### src/rtl/sf_filt_pkg.sv
package sf_filt_pkg;
  localparam int ADDR_BYTES  = 6;
  localparam int PIECE_BYTES = 2;
  localparam int WORD_BYTES  = 4;
  localparam int PIECES      = ADDR_BYTES / PIECE_BYTES;
  localparam int SLOT_BYTES  = PIECES * WORD_BYTES;

  // byte k of an address lives at bits [8k+7:8k]; bit 0 is the group bit
  typedef logic [ADDR_BYTES*8-1:0] mac_t;

  localparam logic [31:0] SETUP_DONE_WORD = 32'h7FFF_FFFF;
endpackage

### src/rtl/sf_rst_sync.sv
module sf_rst_sync #(
  parameter int STAGES = 2
) (
  input  logic clk,
  input  logic arst_n,
  output logic srst_n
);
  logic [STAGES-1:0] sync_q;

  always_ff @(posedge clk or negedge arst_n) begin
    if (!arst_n) sync_q <= '0;
    else         sync_q <= {sync_q[STAGES-2:0], 1'b1};
  end

  assign srst_n = sync_q[STAGES-1];
endmodule

### src/rtl/sf_table_loader.sv
module sf_table_loader
  import sf_filt_pkg::*;
#(
  parameter int NUM_ENTRIES = 16
) (
  input  logic                    clk,
  input  logic                    rst_n,
  input  logic                    cfg_valid,
  input  logic                    cfg_first,
  input  logic                    cfg_setup,
  input  logic [7:0]              cfg_data,
  output mac_t [NUM_ENTRIES-1:0]  tbl_o,
  output logic                    done_o,
  output logic [31:0]             status_o
);
  localparam int EW = (NUM_ENTRIES > 1) ? $clog2(NUM_ENTRIES) : 1;
  localparam int PW = (PIECES > 1) ? $clog2(PIECES) : 1;
  localparam int LW = $clog2(WORD_BYTES);
  localparam logic [EW-1:0] ENT_LAST = EW'(NUM_ENTRIES - 1);
  localparam logic [PW-1:0] PC_LAST  = PW'(PIECES - 1);
  localparam logic [LW-1:0] LN_LAST  = LW'(WORD_BYTES - 1);
  localparam logic [LW-1:0] LN_KEEP  = LW'(PIECE_BYTES);

  logic [EW-1:0] ent_q, ent_n, ent_cur;
  logic [PW-1:0] pc_q, pc_n, pc_cur;
  logic [LW-1:0] ln_q, ln_n, ln_cur;
  logic          busy_q, busy_n;
  logic          take, step, last, shadow_we;
  int            byte_idx;
  mac_t [NUM_ENTRIES-1:0] shadow_q, shadow_n, tbl_q, tbl_n;
  logic          done_q, done_n;
  logic [31:0]   status_q, status_n;

  always_comb begin
    take     = cfg_valid & cfg_setup;
    step     = take & (cfg_first | busy_q);
    ent_cur  = cfg_first ? '0 : ent_q;
    pc_cur   = cfg_first ? '0 : pc_q;
    ln_cur   = cfg_first ? '0 : ln_q;
    last     = step && (ent_cur == ENT_LAST) && (pc_cur == PC_LAST) && (ln_cur == LN_LAST);
    byte_idx = int'(pc_cur) * PIECE_BYTES + int'(ln_cur);

    shadow_we = step && (ln_cur < LN_KEEP);
    shadow_n  = shadow_q;
    if (shadow_we) shadow_n[ent_cur][byte_idx*8 +: 8] = cfg_data;

    ent_n = ent_q;
    pc_n  = pc_q;
    ln_n  = ln_q;
    if (step) begin
      ent_n = ent_cur;
      pc_n  = pc_cur;
      if (ln_cur == LN_LAST) begin
        ln_n = '0;
        if (pc_cur == PC_LAST) begin
          pc_n  = '0;
          ent_n = ent_cur + EW'(1);
        end else begin
          pc_n = pc_cur + PW'(1);
        end
      end else begin
        ln_n = ln_cur + LW'(1);
      end
    end

    busy_n   = step ? ~last : busy_q;
    tbl_n    = last ? shadow_n : tbl_q;
    done_n   = last;
    status_n = last ? SETUP_DONE_WORD : 32'h0;
  end

  // staging copy: every address byte is rewritten by a full frame before use
  always_ff @(posedge clk) begin
    if (shadow_we) shadow_q <= shadow_n;
  end

  always_ff @(posedge clk or negedge rst_n) begin
    if (!rst_n) begin
      ent_q    <= '0;
      pc_q     <= '0;
      ln_q     <= '0;
      busy_q   <= 1'b0;
      tbl_q    <= '1;
      done_q   <= 1'b0;
      status_q <= 32'h0;
    end else begin
      if (step) begin
        ent_q <= ent_n;
        pc_q  <= pc_n;
        ln_q  <= ln_n;
      end
      busy_q   <= busy_n;
      if (last) tbl_q <= tbl_n;
      done_q   <= done_n;
      status_q <= status_n;
    end
  end

  assign tbl_o    = tbl_q;
  assign done_o   = done_q;
  assign status_o = status_q;
endmodule

### src/rtl/sf_dest_match.sv
module sf_dest_match
  import sf_filt_pkg::*;
#(
  parameter int NUM_ENTRIES = 16
) (
  input  logic                    clk,
  input  logic                    rst_n,
  input  logic                    rx_valid,
  input  logic                    rx_first,
  input  logic [7:0]              rx_data,
  input  logic                    pass_mcast,
  input  mac_t [NUM_ENTRIES-1:0]  tbl_i,
  output logic                    dec_valid_o,
  output logic                    dec_accept_o
);
  localparam int CW = $clog2(ADDR_BYTES + 1);
  localparam logic [CW-1:0] POS_IDLE = CW'(ADDR_BYTES);
  localparam logic [CW-1:0] POS_LAST = CW'(ADDR_BYTES - 1);

  logic [CW-1:0] pos_q, pos_n, pos_cur;
  mac_t          dst_q, dst_n;
  logic          capture, complete, acc_n;
  logic [NUM_ENTRIES-1:0] hit;
  logic          dec_valid_q, dec_valid_n, dec_accept_q, dec_accept_n;

  for (genvar g = 0; g < NUM_ENTRIES; g++) begin : g_cmp
    assign hit[g] = (tbl_i[g] == dst_n);
  end

  always_comb begin
    pos_cur  = rx_first ? '0 : pos_q;
    capture  = rx_valid & (rx_first | (pos_q != POS_IDLE));
    complete = capture & (pos_cur == POS_LAST);
    dst_n    = dst_q;
    if (capture) dst_n[pos_cur*8 +: 8] = rx_data;
    pos_n    = capture ? pos_cur + CW'(1) : pos_q;
    acc_n    = (|hit) | (pass_mcast & dst_n[0]);
    dec_valid_n  = complete;
    dec_accept_n = complete & acc_n;
  end

  always_ff @(posedge clk) begin
    if (capture) dst_q <= dst_n;
  end

  always_ff @(posedge clk or negedge rst_n) begin
    if (!rst_n) begin
      pos_q        <= POS_IDLE;
      dec_valid_q  <= 1'b0;
      dec_accept_q <= 1'b0;
    end else begin
      if (capture) pos_q <= pos_n;
      dec_valid_q  <= dec_valid_n;
      dec_accept_q <= dec_accept_n;
    end
  end

  assign dec_valid_o  = dec_valid_q;
  assign dec_accept_o = dec_accept_q;
endmodule

### src/rtl/sf_addr_filter.sv
module sf_addr_filter
  import sf_filt_pkg::*;
#(
  parameter int NUM_ENTRIES = 16
) (
  input  logic        clk,
  input  logic        rst_n,
  input  logic        cfg_valid,
  input  logic        cfg_first,
  input  logic        cfg_setup,
  input  logic [7:0]  cfg_data,
  output logic        cfg_done,
  output logic [31:0] cfg_status,
  input  logic        rx_valid,
  input  logic        rx_first,
  input  logic [7:0]  rx_data,
  input  logic        pass_mcast,
  output logic        dec_valid,
  output logic        dec_accept
);
  logic                   core_rst_n;
  mac_t [NUM_ENTRIES-1:0] active_tbl;

  sf_rst_sync #(.STAGES(2)) i_rst_sync (
    .clk    (clk),
    .arst_n (rst_n),
    .srst_n (core_rst_n)
  );

  sf_table_loader #(.NUM_ENTRIES(NUM_ENTRIES)) i_loader (
    .clk       (clk),
    .rst_n     (core_rst_n),
    .cfg_valid (cfg_valid),
    .cfg_first (cfg_first),
    .cfg_setup (cfg_setup),
    .cfg_data  (cfg_data),
    .tbl_o     (active_tbl),
    .done_o    (cfg_done),
    .status_o  (cfg_status)
  );

  sf_dest_match #(.NUM_ENTRIES(NUM_ENTRIES)) i_match (
    .clk          (clk),
    .rst_n        (core_rst_n),
    .rx_valid     (rx_valid),
    .rx_first     (rx_first),
    .rx_data      (rx_data),
    .pass_mcast   (pass_mcast),
    .tbl_i        (active_tbl),
    .dec_valid_o  (dec_valid),
    .dec_accept_o (dec_accept)
  );
endmodule

### config.mk
export PLATFORM = sky130hd
export DESIGN_NAME = sf_addr_filter
export DESIGN_NICKNAME = d
export VERILOG_FILES = /design/src/rtl/sf_filt_pkg.sv /design/src/rtl/sf_rst_sync.sv /design/src/rtl/sf_table_loader.sv /design/src/rtl/sf_dest_match.sv /design/src/rtl/sf_addr_filter.sv
export SDC_FILE = /design/constraint.sdc
export NUM_CORES = 2
export LEC_CHECK = 0
export BUFFER_PORTS_ARGS = -buffer_cell sky130_fd_sc_hd__clkbuf_2
export CORE_AREA = 2 2 395 593
export CTS_BUF_LIST = sky130_fd_sc_hd__clkbuf_2 sky130_fd_sc_hd__clkbuf_4 sky130_fd_sc_hd__clkbuf_8
export CTS_CLUSTER_DIAMETER = 150
export DETAILED_ROUTE_END_ITERATION = 8
export DIE_AREA = 0 0 397 595
export HOLD_SLACK_MARGIN = 0.03
export SLEW_MARGIN = 20
export SYNTH_ARGS = -nofsm -noshare
export SYNTH_HDL_FRONTEND = slang
export SYNTH_HIERARCHICAL = 1
export SYNTH_SLANG_ARGS = --single-unit
### constraint.sdc
create_clock -name clk -period 37.1 [get_ports clk]
set_clock_uncertainty 0.05 [all_clocks]
set_input_delay 3.71 -clock clk [delete_from_list [all_inputs] [get_ports clk]]
set_output_delay 3.71 -clock clk [all_outputs]
set_load 0.02 [all_outputs]
# == Word level (Yosys, flattened, before mapping) ==
# Cells that the tools add are included.
# totals
register_bits,1633
latchBits,0
ram_bits,0
rom_bits,0
inputBits,24
out_inout_bits,35
mem_count,0
# classes
addsub,7
multipliers,0
div_mod_pow,0
order_cmp,3
eq_ne,21
n_shift,4
n_mux,16
bitwise_logic,10
reduce_logical,6
# op_table
cell,n
$bwmux 768,1
$eq 48x48->1,16
$mux 768,1
$demux 48 s4,1
$mux 48,2
$bwmux 48,1
$shift 8x33->48 const A,1
$shift 8x34->48 const A,1
$shiftx 8x33->48,1
$shiftx 8x34->48,1
$neg 6->34,1
$neg 32->33,1
$mux 31,1
$reduce_or 16->1,1
$mux 4,3
$mux 2,5
$and 1x1->1,6
$logic_and 1x1->1,5
$lt 4x5->1 const B,1
$add 2x1->2 const B,2
$add 3x2->4,1
$add 4x1->4 const B,1
$eq 2x2->1 const B,2
$eq 4x4->1 const B,1
other kinds (8),10

# == Longest topological paths before layout ==
# depth
ltp_word,9
mapped_depth,20
mapped_depth_nobuf,14

# == Hierarchy ==
# The synthesis kept the hierarchy.
# modules_own_cells
mod,n_inst,cells_per_inst,area_per_inst_um2,seq_area_each_um2
sf_table_loader,1,4846,63933.8,43491.7
sf_dest_match,1,1866,14216.1,1569.0
sf_rst_sync,1,3,53.8,50.0

# == Least setup slack after synthesis ==
# OpenSTA, ideal clock, no wires.
# synth_path
path_type,input -> register
from,input port cfg_first
to,register i_loader/shadow_q[0] (netlist name) (enable)
t_arrival_ns,36.134
t_required_ns,35.132
setup_slack_ns,-1.002
cell_stages,5
path_cell_list,buf_2 > buf_2 > clkbuf_1 > nor2_1 > nor2_1
# synth_between
elab_chain_cells,3
elab_cells_between_ends,5
classes_between,order compare: 1; mux: 1; bitwise: 2; reduce/logical: 1
# synth_rtl
element,line,source
from (decl),sf_addr_filter.sv:9,"input logic cfg_first,"
$mux 2 / $or 1x1->1 (equally long branches),"sf_table_loader.sv:39, sf_table_loader.sv:36",
$lt 2x2->1 / $and 1x1->1 (equally long branches),"sf_table_loader.sv:43, sf_table_loader.sv:36",
$logic_and 1x1->1 (*),sf_table_loader.sv:43,shadow_we = step && (ln_cur < LN_KEEP);
named net i_loader.shadow_we,sf_table_loader.sv:28,"logic take, step, last, shadow_we;"
to (signal assigned),sf_table_loader.sv:74,if (shadow_we) shadow_q <= shadow_n;
to (decl),sf_table_loader.sv:30,"mac_t [NUM_ENTRIES-1:0] shadow_q, shadow_n, tbl_q, tbl_n;"
# Mark *: on every way through the listed nets, which the timed path passes. The rest lies on a longest branch.
# A chain may end at the register's enable or synchronous reset.

# == Final worst setup path ==
# layout_path
from,input port cfg_first
to,register i_loader.tbl_q (netlist bit i_loader/tbl_o[702])
# layout_between
elab_chain_cells,8
elab_cells_between_ends,24
classes_between,add/sub: 2; order compare: 3; eq/ne: 3; shift: 2; mux: 7; bitwise: 2; reduce/logical: 5
# layout_rtl
element,line,source
"$mux 2, on equally long branches","sf_table_loader.sv:39, sf_table_loader.sv:38",
$add 3x2->4,sf_table_loader.sv:41,byte_idx = int'(pc_cur) * PIECE_BYTES + int'(ln_cur);
$neg 32->33,sf_table_loader.sv:45,if (shadow_we) shadow_n[ent_cur][byte_idx*8 +: 8] = cfg_data;
$shift 8x33->48,sf_table_loader.sv:45,
$mux 48 (implied by the code),sf_table_loader.sv:45,
$demux 48 s4,-,
$bwmux 768,sf_table_loader.sv:45,
$mux 768,sf_table_loader.sv:45,
to (signal assigned),sf_table_loader.sv:93,if (last) tbl_q <= tbl_n;
to (decl),sf_table_loader.sv:30,
# Parallel ways exist; a longest one is shown, timed or not.

==> metrics.md <==
| Metric | Value |
|---|---|
| Worst skew pair latency | 1.00 ns |
| Sequential share of the synthesized area | 57.7% |
| Synth Flop Type | edfxtp_1 |
| Multiplexer share of the synthesized area | 12.8% |
| CP arrival | 10.16 ns |
| Largest net degree at the start of global routing | 184 |
| Core area | 0.232 mm^2 |
| Post-cts resize count | 0 |
| Synth Area in Adders | 0.240% |
| Async set or reset register ratio after synthesis | 49.0% |
| Most frequent cells after synthesis | nand2_1 (1632), edfxtp_1 (816), mux2_2 (803), dfstp_2 (770), xnor2_1 (414) |
| Postcts setup bufs | 0 |
| Post-route ant nets | 0 |
| Die area | 0.236 mm^2 |
| Slowest stage delay, CP | 0.81 ns |
| Number of H-tree levels | 4 |
| Area growth from synthesis to layout | 11.6% |
| Sinks on Clock Net | 1601 |
| Crit end category | flop |
| Period minus WS final | 9.36 ns |
| HP Class | reg -> reg |
| DRT Pass-1 Iters | 8 |
| Slowest CP cell | inv_8 |
| WL/cell | 31.3 um |
| Max-slew headroom | 8.51% |
| Post-synthesis simple-gate area fraction | 13.3% |
| Mean Syn Cell Area | 11.6 um^2 |
| P_leak | 33.1 nW |
| Least-Margin Pin Slew | 1.34 ns |
| Synth area leader | edfxtp_1 |
| Worst-path cell chain | clkbuf_2, nand2b_1, inv_2, ha_1, nor4bb_1, nor2b_1, nand3_4, inv_8, buf_4, buf_4, buf_4, mux2_2 |
| CP bufs+invs | 6 |
| Effective utilization at floorplan | 33.8% |
| Fmax | 107 MHz |
| Outcome | complete, no violations |
| Max-cap violations | 0 |
| Row cnt | 217 |
| GRT Overall Usage | 26.0% |
| Critical path startpoint category | input port |
| Global-route wire length before repair | 436 mm |
| Die W | 397 um |
| CP Class | in -> reg |
| Cell with the most instances after synthesis | nand2_1 |
| Synthesized area | 0.0782 mm^2 |
| Synth unique cells | 91 |
| Top cell type's share of synthesized area | 31.3% |
| Wire length after detailed routing | 314 mm |
| PwrDens | 46.6 mW/mm^2 |
| RSZ-0062 raised after global routing | false |
| Largest family of logic cells by synthesized area | simple AND/OR/NAND/NOR gates |
| Synthesized flop and latch total | 1601 |
| Hold Buf Count CTS | 0 |
| Clock buffer count from CTS | 237 |
| Die Span Y | 595 um |
| Clk slew on worst S/H paths | 0.07 ns |
| Largest cells by area after synthesis | edfxtp_1 (31%), dfstp_2 (26%), mux2_2 (12%) |
| Longest Clk Path Bufs | 4 |
| Layout Nets | 6787 |
| DR vias/cell | 5.55 |
| EDFF count, synth | 816 |
| Vias | 55600 |
| Final non-filler cell total | 10000 |
| Post-synthesis compound-gate area fraction | 5.23% |
| Io pins | 59 |
| Number of global-route vias before repair | 54900 |
| Most used cell, CP | buf_4 |
| Initial antenna violation count | 17 |
| Endpoints failing setup | 0 |
| Final hold violation count | 0 |
| CTS root buf | clkbuf_8 |
| Iter 0 DRT Violations | 5881 |
| Fraction of layout cells with a size suffix above 1 | 34.4% |
| Critical path required time | 37.90 ns |
| Peak VDD IR | 0.0322 mV |
| Gate Count Post-Synth | 6715 |
| Syn Nets | 6754 |
| Critical-path maximum fanout | 136 |
| GRT overflow | 0 |
| Final period util | 25.2% |
| Cell family with the largest share of critical-path delay | buffers and inverters |
| Ys Warns | 6 |
| GP Congestion | 1.02 |
| DP Cell Count | 9575 |
| PortBufs | 57 |
| Xor and xnor fraction of the mapped netlist area | 7.54% |
| CTS tree | done |
| Dpl hpwl | 213 mm |
| Final TNS setup | 0 ns |
| DRC viols | 0 |
| Pins Over Slew Limit | 0 |
[cells by family after synthesis]
| family | count (synthesis) |
|---|---|
| AND/OR/NAND/NOR | 2325 |
| AO/OA/AOI/OAI | 630 |
| flip-flops | 1601 |
| other | 2 |
| multiplexers | 885 |
| adder cells (fa/ha/maj) | 15 |
| XOR/XNOR | 673 |
| buffers and inverters | 584 |
[per-layer routing]
| layer | global-route usage, % | up-vias | share of wire [%] |
|---|---|---|---|
| li1 | - | 23500 | - |
| met1 | 30.0 | 28600 | 37 |
| met2 | 43.4 | 2629 | 48 |
| met3 | 4.40 | 865 | 6.7 |
| met4 | 18.8 | 8 | 8.8 |
| met5 | 0 | - | 0.014 |
[path summary, 6_finish.rpt]
| check | startpoint | endpoint | slack (ns) | cells after the start |
|---|---|---|---|---|
| setup / recovery | cfg_first | i_loader/tbl_o[702]$_DFFE_PN1P_ | 27.74 | 12 |
| hold / removal | i_rst_sync/sync_q[0]$_DFF_PN0_ | i_rst_sync/sync_q[1]$_DFF_PN0_ | 0.32 | 0 |
| setup reg to reg | i_match/pos_q[0]$_DFFE_PN0P_ | i_match/dec_accept_o$_DFF_PN0_ | 30.45 | 14 |
| hold reg to reg | i_rst_sync/sync_q[0]$_DFF_PN0_ | i_rst_sync/sync_q[1]$_DFF_PN0_ | 0.32 | 0 |
| max in group asynchronous | i_rst_sync/sync_q[1]$_DFF_PN0_ | i_loader/tbl_o[696]$_DFFE_PN1P_ | 32.73 | 4 |
| min in group asynchronous | i_rst_sync/sync_q[1]$_DFF_PN0_ | i_loader/status_o[29]$_DFF_PN0_ | 0.48 | 0 |
[layout make-up]
cell class	instances	area, um^2
clock buffers	363	4460
diodes	10	25.0
clock inverters	72	594
well taps	3066	3840
multi-input cells	4530	31000
inverters	159	604
repair buffers	219	1620
fillers	22600	144000
flip-flops and latches	1601	45100
[worst register-to-register path, stage by stage (launching register included)]
cell and delay, ns:
dfrtp_1 0.51, nand2b_1 0.25, ha_1 0.29, ha_1 0.61
or4b_1 0.62, or3_4 0.71, mux2i_4 0.40, buf_4 0.40
nor2_1 0.14, a2111oi_0 1.14, nand4_1 0.58, nor4_1 0.35
a22oi_1 0.24, o211ai_1 0.18, o31a_1 0.17
[metrics by stage]
stage | setup slack, ns | total power [mW] | utilization, % | cell area (um^2) | hold slack, ns
2_1_floorplan | 12.06 | 2.31 | - | 78200 | 0.281
3_3_place_gp | 27.06 | 2.51 | 35.4 | 82100 | 0.286
3_5_place_dp | 26.87 | 2.52 | 35.5 | 82200 | 0.304
4_1_cts | 27.87 | 4.08 | 37.7 | 87200 | 0.321
5_1_grt | 27.27 | 4.17 | 37.7 | 87200 | 0.324
6_report | 27.74 | 4.06 | 37.7 | 87200 | 0.317
[report_power, final]
group | internal [mW] | total (mW) | switching (mW) | leakage, nW
logic | 0.131 | 0.512 | 0.381 | 14.7
registers | 1.95 | 1.99 | 0.0408 | 15.8
clock network | 0.828 | 1.56 | 0.731 | 2.69
[placed cells by master, fill, tap and decap left out, types with 18 or more instances in the layout]
cell type     n
nand4_1      76
nand2_1    1632
nand2b_1     28
clkbuf_4     86
clkinv_2     29
o22ai_1      48
xor2_1      259
clkinv_1     24
nor3_1       76
dfstp_2     770
o211ai_1     19
nor3_4       20
or2_2        40
o21ai_0     202
inv_1       155
buf_4       159
nor3_2       37
mux2i_1      25
nand3_1      68
edfxtp_1    816
a221oi_1     29
nor2_2       18
a2111oi_0    22
a21oi_1      72
o2111ai_1    23
a31oi_1      62
mux2_1       32
mux2_2      803
clkbuf_8    277
nor4_1       93
o221ai_1     20
clkbuf_2     49
xnor2_1     414
nor2_1      129
[sequential cells by signal, indices dropped and copies added (netlist names)]
register              cells
i_loader/ent_q            4
i_loader/tbl_o          768
i_loader/status_o         1
i_match/pos_q             3
i_match/dst_q            48
i_match/dec_valid_o       1
i_loader/pc_q             2
i_loader/ln_q             2
i_match/dec_accept_o      1
i_loader/busy_q           1
i_loader/shadow_q       768
i_rst_sync/sync_q         2
(Power assumes the default switching activity.)
